===== src/rtl/uart_bank_pkg.sv =====
`timescale 1ns/1ps
package uart_bank_pkg;
  localparam int unsigned DATA_W   = 8;
  localparam int unsigned DIV_W    = 2 * DATA_W;
  localparam int unsigned WORD_DAT = 0;
  localparam int unsigned WORD_DHI = 1;
  localparam int unsigned WORD_LCR = 3;
  localparam int unsigned BANK_BIT = 7;
  localparam logic [DATA_W-1:0] LCR_RST = 8'h03;
  localparam logic [DATA_W-1:0] DLO_RST = 8'h01;

  typedef enum logic [3:0] {
    ACC_NONE, ACC_RX_RD, ACC_TX_WR, ACC_DLO_RD, ACC_DLO_WR,
    ACC_DHI_RD, ACC_DHI_WR, ACC_LCR_RD, ACC_LCR_WR, ACC_VOID_RD
  } acc_e;

  // character length 5..8 bits from lcr[1:0]
  function automatic logic [DATA_W-1:0] len_mask(logic [1:0] len);
    return {DATA_W{1'b1}} >> (2'd3 - len);
  endfunction
endpackage


===== src/rtl/ubr_decode.sv =====
`timescale 1ns/1ps
module ubr_decode
  import uart_bank_pkg::*;
#(
  parameter int unsigned ADDR_W = 4
) (
  input  logic              sel_i,
  input  logic              we_i,
  input  logic [ADDR_W-1:0] addr_i,
  input  logic              bank_i,
  output acc_e              acc_o
);
  localparam int unsigned WORD_W = ADDR_W - 2;
  logic [WORD_W-1:0] word;
  assign word = addr_i[ADDR_W-1:2];

  always_comb begin
    acc_o = ACC_NONE;
    if (sel_i) begin
      if (addr_i[1:0] != 2'b00) begin
        acc_o = we_i ? ACC_NONE : ACC_VOID_RD;
      end else if (word == WORD_W'(WORD_DAT)) begin
        if (bank_i) acc_o = we_i ? ACC_DLO_WR : ACC_DLO_RD;
        else        acc_o = we_i ? ACC_TX_WR  : ACC_RX_RD;
      end else if (word == WORD_W'(WORD_DHI) && bank_i) begin
        acc_o = we_i ? ACC_DHI_WR : ACC_DHI_RD;
      end else if (word == WORD_W'(WORD_LCR)) begin
        acc_o = we_i ? ACC_LCR_WR : ACC_LCR_RD;
      end else begin
        acc_o = we_i ? ACC_NONE : ACC_VOID_RD;
      end
    end
  end
endmodule


===== src/rtl/ubr_cfg_regs.sv =====
`timescale 1ns/1ps
module ubr_cfg_regs
  import uart_bank_pkg::*;
(
  input  logic              clk_i,
  input  logic              rst_ni,
  input  acc_e              acc_i,
  input  logic [DATA_W-1:0] wdata_i,
  output logic [DATA_W-1:0] lcr_o,
  output logic [DATA_W-1:0] dlo_o,
  output logic [DATA_W-1:0] dhi_o,
  output logic [DIV_W-1:0]  divisor_o
);
  logic [DIV_W-1:0] div_raw;

  always_ff @(posedge clk_i or negedge rst_ni) begin
    if (!rst_ni) begin
      lcr_o <= LCR_RST;
      dlo_o <= DLO_RST;
      dhi_o <= '0;
    end else begin
      case (acc_i)
        ACC_LCR_WR: lcr_o <= wdata_i;
        ACC_DLO_WR: dlo_o <= wdata_i;
        ACC_DHI_WR: dhi_o <= wdata_i;
        default: ;
      endcase
    end
  end

  assign div_raw   = {dhi_o, dlo_o};
  // zero divisor acts as one
  assign divisor_o = (div_raw == '0) ? DIV_W'(1) : div_raw;


  div_locked_chk: assert property (@(posedge clk_i) disable iff (!rst_ni)
    !lcr_o[BANK_BIT] |=> $stable(div_raw));
endmodule


===== src/rtl/ubr_data_path.sv =====
`timescale 1ns/1ps
module ubr_data_path
  import uart_bank_pkg::*;
(
  input  logic              clk_i,
  input  logic              rst_ni,
  input  acc_e              acc_i,
  input  logic [DATA_W-1:0] wdata_i,
  input  logic [DATA_W-1:0] rx_data_i,
  input  logic              rx_empty_i,
  input  logic              tx_full_i,
  input  logic [DATA_W-1:0] lcr_i,
  input  logic [DATA_W-1:0] dlo_i,
  input  logic [DATA_W-1:0] dhi_i,
  output logic [DATA_W-1:0] rdata_o,
  output logic              rx_pop_o,
  output logic              tx_push_o,
  output logic [DATA_W-1:0] tx_data_o,
  output logic              tx_ovf_o
);
  always_ff @(posedge clk_i or negedge rst_ni) begin
    if (!rst_ni) begin
      rdata_o   <= '0;
      rx_pop_o  <= 1'b0;
      tx_push_o <= 1'b0;
      tx_data_o <= '0;
      tx_ovf_o  <= 1'b0;
    end else begin
      rx_pop_o  <= 1'b0;
      tx_push_o <= 1'b0;
      case (acc_i)
        ACC_RX_RD: if (!rx_empty_i) begin
          rdata_o  <= rx_data_i & len_mask(lcr_i[1:0]);
          rx_pop_o <= 1'b1;
        end
        ACC_TX_WR: if (tx_full_i) begin
          tx_ovf_o <= 1'b1;
        end else begin
          tx_push_o <= 1'b1;
          tx_data_o <= wdata_i;
        end
        ACC_DLO_RD:  rdata_o <= dlo_i;
        ACC_DHI_RD:  rdata_o <= dhi_i;
        ACC_LCR_RD:  rdata_o <= lcr_i;
        ACC_VOID_RD: rdata_o <= '0;
        default: ;
      endcase
    end
  end


  pop_src_chk: assert property (@(posedge clk_i) disable iff (!rst_ni)
    rx_pop_o |-> $past(acc_i == ACC_RX_RD && !rx_empty_i));

  push_src_chk: assert property (@(posedge clk_i) disable iff (!rst_ni)
    tx_push_o |-> $past(acc_i == ACC_TX_WR && !tx_full_i));

  ovf_sticky_chk: assert property (@(posedge clk_i) disable iff (!rst_ni)
    tx_ovf_o |=> tx_ovf_o);

  rdata_hold_chk: assert property (@(posedge clk_i) disable iff (!rst_ni)
    (acc_i inside {ACC_TX_WR, ACC_DLO_WR, ACC_DHI_WR, ACC_LCR_WR, ACC_NONE}) |=> $stable(rdata_o));

  strobe_excl_chk: assert property (@(posedge clk_i) disable iff (!rst_ni)
    $onehot0({rx_pop_o, tx_push_o}));
endmodule


===== src/rtl/uart_bank_regs.sv =====
`timescale 1ns/1ps
module uart_bank_regs
  import uart_bank_pkg::*;
#(
  parameter int unsigned ADDR_W = 4
) (
  input  logic              clk_i,
  input  logic              rst_ni,
  input  logic              bus_sel_i,
  input  logic              bus_we_i,
  input  logic [ADDR_W-1:0] bus_addr_i,
  input  logic [DATA_W-1:0] bus_wdata_i,
  output logic [DATA_W-1:0] bus_rdata_o,
  input  logic [DATA_W-1:0] rx_data_i,
  input  logic              rx_empty_i,
  output logic              rx_pop_o,
  input  logic              tx_full_i,
  output logic [DATA_W-1:0] tx_data_o,
  output logic              tx_push_o,
  output logic              tx_ovf_o,
  output logic [DATA_W-1:0] lcr_o,
  output logic [DIV_W-1:0]  divisor_o
);
  acc_e              acc;
  logic [DATA_W-1:0] dlo, dhi;

  ubr_decode #(.ADDR_W(ADDR_W)) i_decode (
    .sel_i  (bus_sel_i),
    .we_i   (bus_we_i),
    .addr_i (bus_addr_i),
    .bank_i (lcr_o[BANK_BIT]),
    .acc_o  (acc)
  );

  ubr_cfg_regs i_cfg (
    .clk_i     (clk_i),
    .rst_ni    (rst_ni),
    .acc_i     (acc),
    .wdata_i   (bus_wdata_i),
    .lcr_o     (lcr_o),
    .dlo_o     (dlo),
    .dhi_o     (dhi),
    .divisor_o (divisor_o)
  );

  ubr_data_path i_data (
    .clk_i      (clk_i),
    .rst_ni     (rst_ni),
    .acc_i      (acc),
    .wdata_i    (bus_wdata_i),
    .rx_data_i  (rx_data_i),
    .rx_empty_i (rx_empty_i),
    .tx_full_i  (tx_full_i),
    .lcr_i      (lcr_o),
    .dlo_i      (dlo),
    .dhi_i      (dhi),
    .rdata_o    (bus_rdata_o),
    .rx_pop_o   (rx_pop_o),
    .tx_push_o  (tx_push_o),
    .tx_data_o  (tx_data_o),
    .tx_ovf_o   (tx_ovf_o)
  );
endmodule


===== config.mk =====
export PLATFORM = sky130hd
export DESIGN_NAME = uart_bank_regs
export DESIGN_NICKNAME = d
export VERILOG_FILES = /design/src/rtl/uart_bank_pkg.sv /design/src/rtl/ubr_decode.sv /design/src/rtl/ubr_cfg_regs.sv /design/src/rtl/ubr_data_path.sv /design/src/rtl/uart_bank_regs.sv
export SDC_FILE = /design/constraint.sdc
export NUM_CORES = 1
export LEC_CHECK = 0
export BUFFER_PORTS_ARGS = -buffer_cell sky130_fd_sc_hd__buf_2
export CAP_MARGIN = 20
export CORE_MARGIN = 1
export CORE_UTILIZATION = 54
export DETAILED_ROUTE_END_ITERATION = 10
export HOLD_SLACK_MARGIN = 0.08
export PLACE_DENSITY = 0.84
export SLEW_MARGIN = 20
export SYNTH_ARGS = -nofsm -noshare
export SYNTH_HDL_FRONTEND = slang
export SYNTH_HIERARCHICAL = 1
export SYNTH_SLANG_ARGS = --single-unit

===== constraint.sdc =====
create_clock -name clk_i -period 5.2 [get_ports clk_i]
set_clock_uncertainty 0.2 [all_clocks]
set_input_delay 0.26 -clock clk_i [delete_from_list [all_inputs] [get_ports clk_i]]
set_output_delay 0.26 -clock clk_i [all_outputs]
set_load 0.01 [all_outputs]

# ---- Yosys cells after proc, flatten, opt, wreduce, memory -nomap -nowiden
# Index checks and enable logic that the tools add are counted.
dict set report classes {
  n_addsub 1
  eq_ne 12
  shifts 1
  mux 18
  bitwise_logic 2
  reduce_logical 8
}
# cell count
set op_table {}
lappend op_table {{one-hot mux 8 bit (5 select lines)} 1}
lappend op_table {{two-way mux 4 bit} 8}
lappend op_table {{equality test 4 x 3 -> 1 bit (second input constant)} 4}
lappend op_table {{zero test 16 bit} 1}
lappend op_table {{two-way mux 16 bit} 1}
lappend op_table {{AND 8 bit} 1}
lappend op_table {{equality test 4 x 2 -> 1 bit (second input constant)} 2}
lappend op_table {{equality test 4 bit (second input constant)} 2}
lappend op_table {{two-way mux 8 bit} 1}
lappend op_table {{>> shifter 8 x 2 -> 8 bit (first input constant)} 1}
lappend op_table {{AND reduction 2 bit} 3}
lappend op_table {{nonzero test 5 bit} 1}
lappend op_table {{equality test 4 x 1 -> 1 bit (second input constant)} 1}
lappend op_table {{two-way mux 1 bit} 4}
lappend op_table {{two-way mux 2 bit} 2}
lappend op_table {{two-way mux 3 bit} 1}
lappend op_table {{equality test 2 x 1 -> 1 bit (second input constant)} 1}
lappend op_table {{equality test 2 bit (second input constant)} 1}
lappend op_table {{zero test 2 bit} 1}
lappend op_table {{inequality test 2 bit (second input constant)} 1}
lappend op_table {{nonzero test 2 bit} 1}
lappend op_table {{subtractor 2 bit (first input constant)} 1}
lappend op_table {{logical AND 1 bit} 1}
lappend op_table {{NOT 1 bit} 1}
dict set report totals {
  reg_bits 43
  input_bits 26
  output_inout_bits 43
  elab_cells 50
}

# ---- Depth between registers and ports, before layout
# Gate-level depths: netlist of run 1.
dict set report logic_depth {
  word_depth 9
  mapped_depth 11
  mapped_depth_nobuf 8
}

# ---- Cells and area by module
# Netlist of run 1, hierarchy kept.
# module instances cells_each area_per_inst_um2 seq_area_each_um2
set modules_own_cells {}
lappend modules_own_cells {ubr_cfg_regs 1 72 1029.7 604.3}
lappend modules_own_cells {ubr_data_path 1 92 980.9 475.5}
lappend modules_own_cells {ubr_decode 1 17 127.6 0.0}

# ---- Least setup slack after synthesis of run 1
# No wires, ideal clock.
dict set report synth_timing {
  kind {register to register}
  start {register i_cfg.lcr_o[7]}
  end {register i_data.rdata_o[7]}
  setup_time_ps 126
  t_arrival_ps 2440
  required_time_ps 4874
  slack_ps 2434
  path_stages_with_launch 11
  n_path_buf 3
  period_less_slack_ps 2766
  path_cell_list {dfrtp_1 > ha_1 > nor2_1 > a31oi_1 > o221a_1 > buf_6 > or4b_4 > and3_1 > buf_6 > buf_6 > o32a_1}
}
dict set report synth_between {
  elab_chain_cells 8
  elab_cells_between_ends 15
  cone_classes {eq/ne: 6; mux: 6; reduce/logical: 3}
}
# item line_no
set synth_rtl {}
lappend synth_rtl {{from (decl)} ubr_cfg_regs.sv:9} ;# output logic [DATA_W-1:0] lcr_o,
lappend synth_rtl {{from (signal assigned)} ubr_cfg_regs.sv:23} ;# ACC_LCR_WR: lcr_o <= wdata_i;
lappend synth_rtl {{logical AND 1 bit} ubr_decode.sv:25} ;# end else if (word == WORD_W'(WORD_DHI) && bank_i) begin
lappend synth_rtl {{two-way mux 4 bit} ubr_decode.sv:25}
lappend synth_rtl {{two-way mux 4 bit (*)} ubr_decode.sv:22} ;# end else if (word == WORD_W'(WORD_DAT)) begin
lappend synth_rtl {{two-way mux 4 bit (*)} ubr_decode.sv:20} ;# if (addr_i[1:0] != 2'b00) begin
lappend synth_rtl {{two-way mux 4 bit (*)} ubr_decode.sv:19} ;# if (sel_i) begin
lappend synth_rtl {{net acc[1]} uart_bank_regs.sv:24} ;# acc_e acc;
lappend synth_rtl {{equality test 4 x 2 -> 1 bit, or another cell as far along} ubr_data_path.sv:31} ;# case (acc_i)
lappend synth_rtl {{nonzero test 5 bit (no line) / inequality test 2 bit (equally long branches)} n/a}
lappend synth_rtl {{AND reduction 2 bit (no line)} n/a}
lappend synth_rtl {{to (signal assigned)} ubr_data_path.sv:33} ;# rdata_o <= rx_data_i & len_mask(lcr_i[1:0]);
lappend synth_rtl {{to (signal assigned)} ubr_data_path.sv:42} ;# ACC_DLO_RD: rdata_o <= dlo_i;
lappend synth_rtl {{to (signal assigned)} ubr_data_path.sv:43} ;# ACC_DHI_RD: rdata_o <= dhi_i;
lappend synth_rtl {{to (decl)} ubr_data_path.sv:15} ;# output logic [DATA_W-1:0] rdata_o,
# Mark *: on every way through the listed nets, which the timed path passes. The rest lies on a longest branch.
# A chain may end at the register's enable or synchronous reset.

# ---- Final worst setup path of run 1
dict set report layout_timing {
  start {register i_cfg.lcr_o[7]}
  end {register i_data.tx_data_o[2]}
}
dict set report layout_between {
  elab_chain_cells 7
  elab_cells_between_ends 8
  cone_classes {eq/ne: 1; mux: 5; reduce/logical: 2}
}
# item line_no
set layout_rtl {}
lappend layout_rtl {{logical AND 1 bit} ubr_decode.sv:25}
lappend layout_rtl {{two-way mux 4 bit} ubr_decode.sv:25}
lappend layout_rtl {{two-way mux 4 bit (*)} ubr_decode.sv:22}
lappend layout_rtl {{two-way mux 4 bit (*)} ubr_decode.sv:20}
lappend layout_rtl {{two-way mux 4 bit (*)} ubr_decode.sv:19}
lappend layout_rtl {{net acc[1]} uart_bank_regs.sv:24}
lappend layout_rtl {{equality test 4 x 2 -> 1 bit (*)} ubr_data_path.sv:31}
lappend layout_rtl {{AND reduction 2 bit (no line) (*)} n/a}
lappend layout_rtl {{to (signal assigned)} ubr_data_path.sv:40} ;# tx_data_o <= wdata_i;
lappend layout_rtl {{to (decl)} ubr_data_path.sv:18} ;# output logic [DATA_W-1:0] tx_data_o,
# Marks and branches as above.

==> results of run 1 <==
## where the power goes
part	leakage (nW)	internal [W]	switching (W)	total (W)
sequential	0.533	0.000410	0.0000635	0.000473
combinational	0.725	0.000133	0.000122	0.000254
clock	0.0612	0.000155	0.000110	0.000265
## synthesized netlist by cell type (3+ instances only)
cell	number	area (um2)
nor2b_1	3	18.8
a22oi_1	7	52.6
nor2_1	15	56.3
dfstp_2	3	78.8
a2bb2oi_1	6	52.6
buf_6	3	33.8
nand3_1	3	15.0
nand2_1	7	26.3
nor4_1	3	18.8
dfrtp_1	40	1000
clkbuf_1	17	63.8
mux2_2	32	360
a31oi_1	7	43.8
## cell usage in the layout (no fill, tap or decap), types with 2 or more instances in the layout
cell           instances
a2bb2oi_1              6
a22oi_1                7
dfrtp_1               40
or3_1                  2
ha_1                   2
nor3b_1                2
a31oi_1                7
and2_1                 2
nand2_1                7
o21a_1                 2
nor4b_4                2
dfstp_2                3
nand3_1                3
mux2_2                32
dlygate4sd3_1         17
clkbuf_8               6
nor2_1                15
and3_1                 2
buf_2                 68
o211a_1                2
nor4_1                 3
nor2b_1                3
## through the flow
stage / worst slack, ns / area (um2) / util (%)
floorplan: 2.43 / 2140 / -
global placement: 2.36 / 2430 / 65.5
detailed placement: 2.23 / 2430 / 65.5
CTS: 2.25 / 2720 / 73.2
global route: 1.95 / 2720 / 73.2
finish: 2.24 / 2720 / 73.2
## state kept, by name, summed over array words and instances, names as in the netlist
name and count:
i_data/tx_data_o 8, i_data/tx_push_o 1, i_data/rdata_o 8, i_cfg/dhi_o 8
i_data/rx_pop_o 1, i_cfg/lcr_o 8, i_data/tx_ovf_o 1, i_cfg/dlo_o 8
## worst max-delay path, delay by kind of cell, from the launching register on
family	cells	cell delay (ns)
simple gates	3	0.77
compound gates	2	0.70
flops	1	0.46
mux	1	0.41
fa+ha+maj	1	0.31
## layout make-up
cell class / instances / area (um2)
flip-flops and latches: 43 / 1080
clock inverters: 2 / 35.0
well taps: 48 / 60.1
fillers: 267 / 996
inverters: 1 / 3.75
multi-input cells: 115 / 948
clock buffers: 6 / 82.6
repair buffers: 85 / 510
## metal layers
layer	part of all wire, %	vias to the layer above	wire length, um
met5	0	-	0
met4	1.3	0	66
met3	6.5	8	322
met2	47	64	2330
met1	45	845	2230
li1	-	796	-
## logic make-up after synthesis
logic type      count (synthesis)
flops                          43
fa+ha+maj                       2
simple gates                   49
compound gates                 31
mux                            33
buf+inv                        23
## repair_timing
item	in CTS	in global routing
buffers inserted	0	0
hold buffers	17	0
hold endpoints to repair	81	0
## final timing paths
path                                      start             endpoint  slack (ns)  cells after the start
worst max-delay path             i_cfg/lcr_o[7]  i_data/tx_data_o[2]        2.24                      7
worst min-delay path               rx_data_i[7]    i_data/rdata_o[7]        0.18                      3
worst max register to register   i_cfg/lcr_o[7]  i_data/tx_data_o[2]        2.24                      7
worst min register to register  i_data/tx_ovf_o      i_data/tx_ovf_o        0.30                      1
max in group asynchronous                rst_ni       i_cfg/dhi_o[0]        3.77                      2
min in group asynchronous                rst_ni    i_data/rdata_o[5]        0.44                      2
==> impl_metrics.csv, run 1 <==
group,metric,value,unit
detailed_routing,first_pass_iters,4,
finish,diodes,0,
place,dpl.hpwl,3480,um
synth,yosysUniqueCellTypes,40,
global_route,grt_antenna_before_repair,0,
critical_path,crit_type,"flop to flop",
critical_path,critPathArrivalTime,2.94,ns
place,place.gp.congestion,0.825,
synth,synth-compound-area-share,11.3,%
sta,maxSlewHeadroom,37.9,%
synth,netlist_area,0.00214,mm2
global_route,grt_busiest_layer,"met2",
run_status,run_status,"completed",
detailed_routing,viasPerCell,5.71,
job,cap_violations,0,
detailed_routing,ant_nets,0,
synth,mappedNetlistNets,209,
detailed_routing,drt_iter0_drc,111,
cts,clk_latency,0.29,ns
synth,async_flop_share,100,%
sta,post-route-period-util,57.0,%
place,io_buffers,68,
detailed_routing,drc_errors,0,
synth,synth-simple-area-share,14.6,%
synth,synthAdderAreaFrac,1.17,%
global_route,grtUsageMet1,36.2,%
sta,fmax,337,MHz
global_route,grt_max_degree,44,
global_route,grt_pass1_wl,8330,um
finish,drive_above_1_share,46.4,%
power_and_ir_drop,finalPower,0.000993,W
detailed_routing,vias,1713,
critical_path,crit_path_cell_trace,"ha_1, nor2_1, a31oi_1, o221a_1, nand2_1, nor3_2, mux2_2",
cts,cts_tree,"done",
global_route,grt_usage,26.7,%
cts,clk_pin_slew,0.08,ns
sta,hold_viol_final,0,
synth,syn_inst,181,
synth,ys.flop_type,"dfrtp_1",
power_and_ir_drop,ir_worst_vdd,218,uV
floorplanning,row_count,22,
sta,setup_violations,0,
cts,cts_resized,0,
synth,synth-xor-area-share,0,%
critical_path,startpoint_type,"flop",
critical_path,cp-end-kind,"flop",
place,dp_cells,275,
global_route,met2_usage,40.6,%
synth,yosys_warnings,6,
global_route,gr-total-overflow,0,
sta,tightest_slew,0.932,ns
finish,syn_to_final_growth,27.2,%
worst_hold_path,holdCritPathClass,"input pin to flop",
sta,layout_min_cycle_time,2.96,ns
floorplanning,die_h,64.9,um
power_and_ir_drop,p_leak,1.32,nW
floorplanning,die_w,64.9,um
cts,cts_buffers,5,
sta,tns,0,ns
detailed_routing,wl,4950,um
critical_path,crit_slowest_cell,"o221a_1",
power_and_ir_drop,power_density,365,mW/mm2
global_route,first_global_vias,1697,
cts,root_buffer,"clkbuf_8",
synth,synth_edf_count,0,
sta,rsz0062_at_grt,"no",
finish,nets,279,
synth,ys_ff_latch,43,
cts,htree_levels,2,
synth,synth-seq-area-share,50.5,%
floorplanning,core_area,0.00372,mm2
detailed_routing,wl_per_cell,16.5,um
finish,stdcell_count,300,
global_route,grtUsageMet3,7.39,%
sta,finalMaxSlewViolations,0,
critical_path,cp_max_fo,13,
critical_path,slowest_delay,0.57,ns
cts,cts.sinks,43,
sta,fin_hold_ws,0.180,ns
floorplanning,ios,69,
floorplanning,start_util,57.5,%
floorplanning,die-area,0.00422,mm2
critical_path,crit_required,5.17,ns
synth,synth_top_family_by_area,"multiplexers",
synth,synth_area_per_cell,11.8,um2
cts,clockBufferDepth,2,
synth,synthMuxAreaShare,17.3,%
(Power assumes the default switching activity.)
==> run 2, diff against run 1 <==
- CORE_UTILIZATION: 54 -> 45
- PLACE_DENSITY: 0.84 -> 0.75
- clock period: 5.2 -> 2.48 ns (I/O delays scaled with it)
==> impl_metrics.csv, run 2 (synthesized netlist as in run 1, its figures left out) <==
group,metric,value,unit
run_status,run_status,"completed",
floorplanning,die_h,70.9,um
detailed_routing,ant_nets,0,
detailed_routing,drt_iter0_drc,141,
critical_path,crit_required,2.46,ns
job,cap_violations,0,
sta,maxSlewHeadroom,52.7,%
floorplanning,core_area,0.00447,mm2
power_and_ir_drop,ir_worst_vdd,541,uV
sta,fin_hold_ws,0.109,ns
critical_path,crit_slowest_cell,"dfrtp_2",
detailed_routing,first_pass_iters,6,
finish,stdcell_count,318,
critical_path,cp_max_fo,12,
critical_path,cp_top_family,"compound AO/OA/AOI/OAI gates",
power_and_ir_drop,p_switching,0.000628,W
detailed_routing,wl,5090,um
finish,drive_above_1_share,50.8,%
cts,clk_pin_slew,0.09,ns
cts,clk_latency,0.30,ns
detailed_routing,vias,1732,
detailed_routing,wl_per_cell,16.0,um
floorplanning,start_util,47.8,%
worst_hold_path,holdCritPathClass,"input pin to flop",
sta,layout_min_cycle_time,2.38,ns
finish,final_cell_mix,"buf_2 (68), dfrtp_1 (39), mux2_2 (32)",
power_and_ir_drop,clkPwrFrac,22.1,%
critical_path,cp-end-kind,"flop",
place,dp_slack,0.0612,ns
sta,tightest_slew,0.709,ns
floorplanning,row_count,24,
power_and_ir_drop,p_seq_share,49.3,%
critical_path,cp_num_buf_inv,1,
sta,finalMaxSlewViolations,0,
sta,tns,0,ns
power_and_ir_drop,p_leak,1.37,nW
power_and_ir_drop,finalPower,0.00198,W
critical_path,startpoint_type,"flop",
cts,htree_levels,2,
power_and_ir_drop,p_int,0.00135,W
place,io_buffers,68,
floorplanning,die-area,0.00503,mm2
place,dpl.hpwl,3580,um
power_and_ir_drop,switching_share,31.7,%
sta,setup_slack,0.0990,ns
cts,cts_tree,"done",
power_and_ir_drop,power_density,699,mW/mm2
place,place.gp.congestion,0.842,
cts,cts.sinks,43,
global_route,grt_antenna_before_repair,0,
global_route,grt_usage,21.8,%
sta,fmax,420,MHz
place,dp_cells,291,
cts,root_buffer,"clkbuf_8",
finish,nFillCells,364,
finish,nets,293,
finish,final_common_cell,"buf_2",
detailed_routing,drc_errors,0,
critical_path,crit_type,"flop to flop",
cts,cts_setup_buffers,0,
power_and_ir_drop,combPwrFrac,28.6,%
global_route,grt_pass1_wl,8470,um
global_route,grt_max_degree,31,
sta,hold_viol_final,0,
critical_path,crit_path_cell_trace,"ha_4, nor2_1, a31oi_1, o221a_4, buf_4, mux2i_1, nor3b_1, a221oi_1, a21oi_1",
cts,clockBufferDepth,2,
cts,cts_buffers,5,
finish,syn_to_final_growth,32.7,%
sta,post-route-period-util,96.0,%
floorplanning,die_w,70.9,um
floorplanning,ios,69,
finish,diodes,0,
global_route,gr-total-overflow,0,
global_route,first_global_vias,1773,
critical_path,slowest_delay,0.43,ns
critical_path,critPathArrivalTime,2.37,ns
detailed_routing,viasPerCell,5.45,
sta,setup_violations,0,
[run 2: changes by cell type in the layout (fill, tap and decap cells not counted), moves of 2 or more]
cell and change:
nor2b_1 -2, nor2b_2 +2, dlygate4sd3_1 +2, buf_4 +12
[run 2: layer usage]
metal	track usage (%)	part of all wire [%]	up-vias	wire length, um
li1	-	-	827	-
met1	29.4	47	844	2400
met2	35.4	47	52	2370
met3	5.41	4.9	9	249
met4	6.00	1.4	0	73
met5	0	0	-	0
[run 2: area by class of cell]
type                       instances  area (um2)  area share [%]
tap                               52        65.1            2.29
inverter                           1        3.75           0.132
clock inverter                     2        12.5           0.441
timing repair buffer              99         621            21.9
multi-input combinational        115         981            34.6
sequential                        43        1080            38.1
clock buffer                       6        72.6            2.56
[run 2: repair_timing]
action | 4_1_cts | 5_1_grt
endpoints found under the hold margin | 72 | 0
hold buffers | 19 | 0
endpoints found under the setup margin | 0 | 15
gates resized for setup | 0 | 4
[run 2: path summary, 6_finish.rpt]
kind,slack [ns],cells past startpoint,to,startpoint
max,0.1,9,i_data/rdata_o[5],i_cfg/lcr_o[7]
min reg2reg,0.26,1,i_data/tx_ovf_o,i_data/tx_ovf_o
max in group asynchronous,1.13,3,i_cfg/dlo_o[0],rst_ni
min in group asynchronous,0.21,2,i_data/rdata_o[4],rst_ni
min,0.11,3,i_data/rx_pop_o,bus_we_i
max reg2reg,0.1,9,i_data/rdata_o[5],i_cfg/lcr_o[7]
[run 2: tightest hold or removal path: cells and delay by family]
family | cells | cell delay [ns]
buffers and inverters | 1 | 0.13
and+or+nand+nor | 2 | 0.31
[run 2: stage by stage]
step | util, % | instance area (um2)
after floorplan | - | 2160
after global placement | 56.9 | 2550
after detailed placement | 56.9 | 2550
after CTS | 63.1 | 2820
after global routing | 63.4 | 2840
final | 63.4 | 2840
[run 2: power by group through the flow]
| stage | combinational [W] | clock, W | sequential, W |
|---|---|---|---|
| 2_1_floorplan | 0.000275 | 0 | 0.00102 |
| 3_3_place_gp | 0.000528 | 0 | 0.000988 |
| 3_5_place_dp | 0.000540 | 0 | 0.000989 |
| 4_1_cts | 0.000565 | 0.000448 | 0.000975 |
| 5_1_grt | 0.000619 | 0.000469 | 0.00100 |
| 6_report | 0.000567 | 0.000439 | 0.000977 |
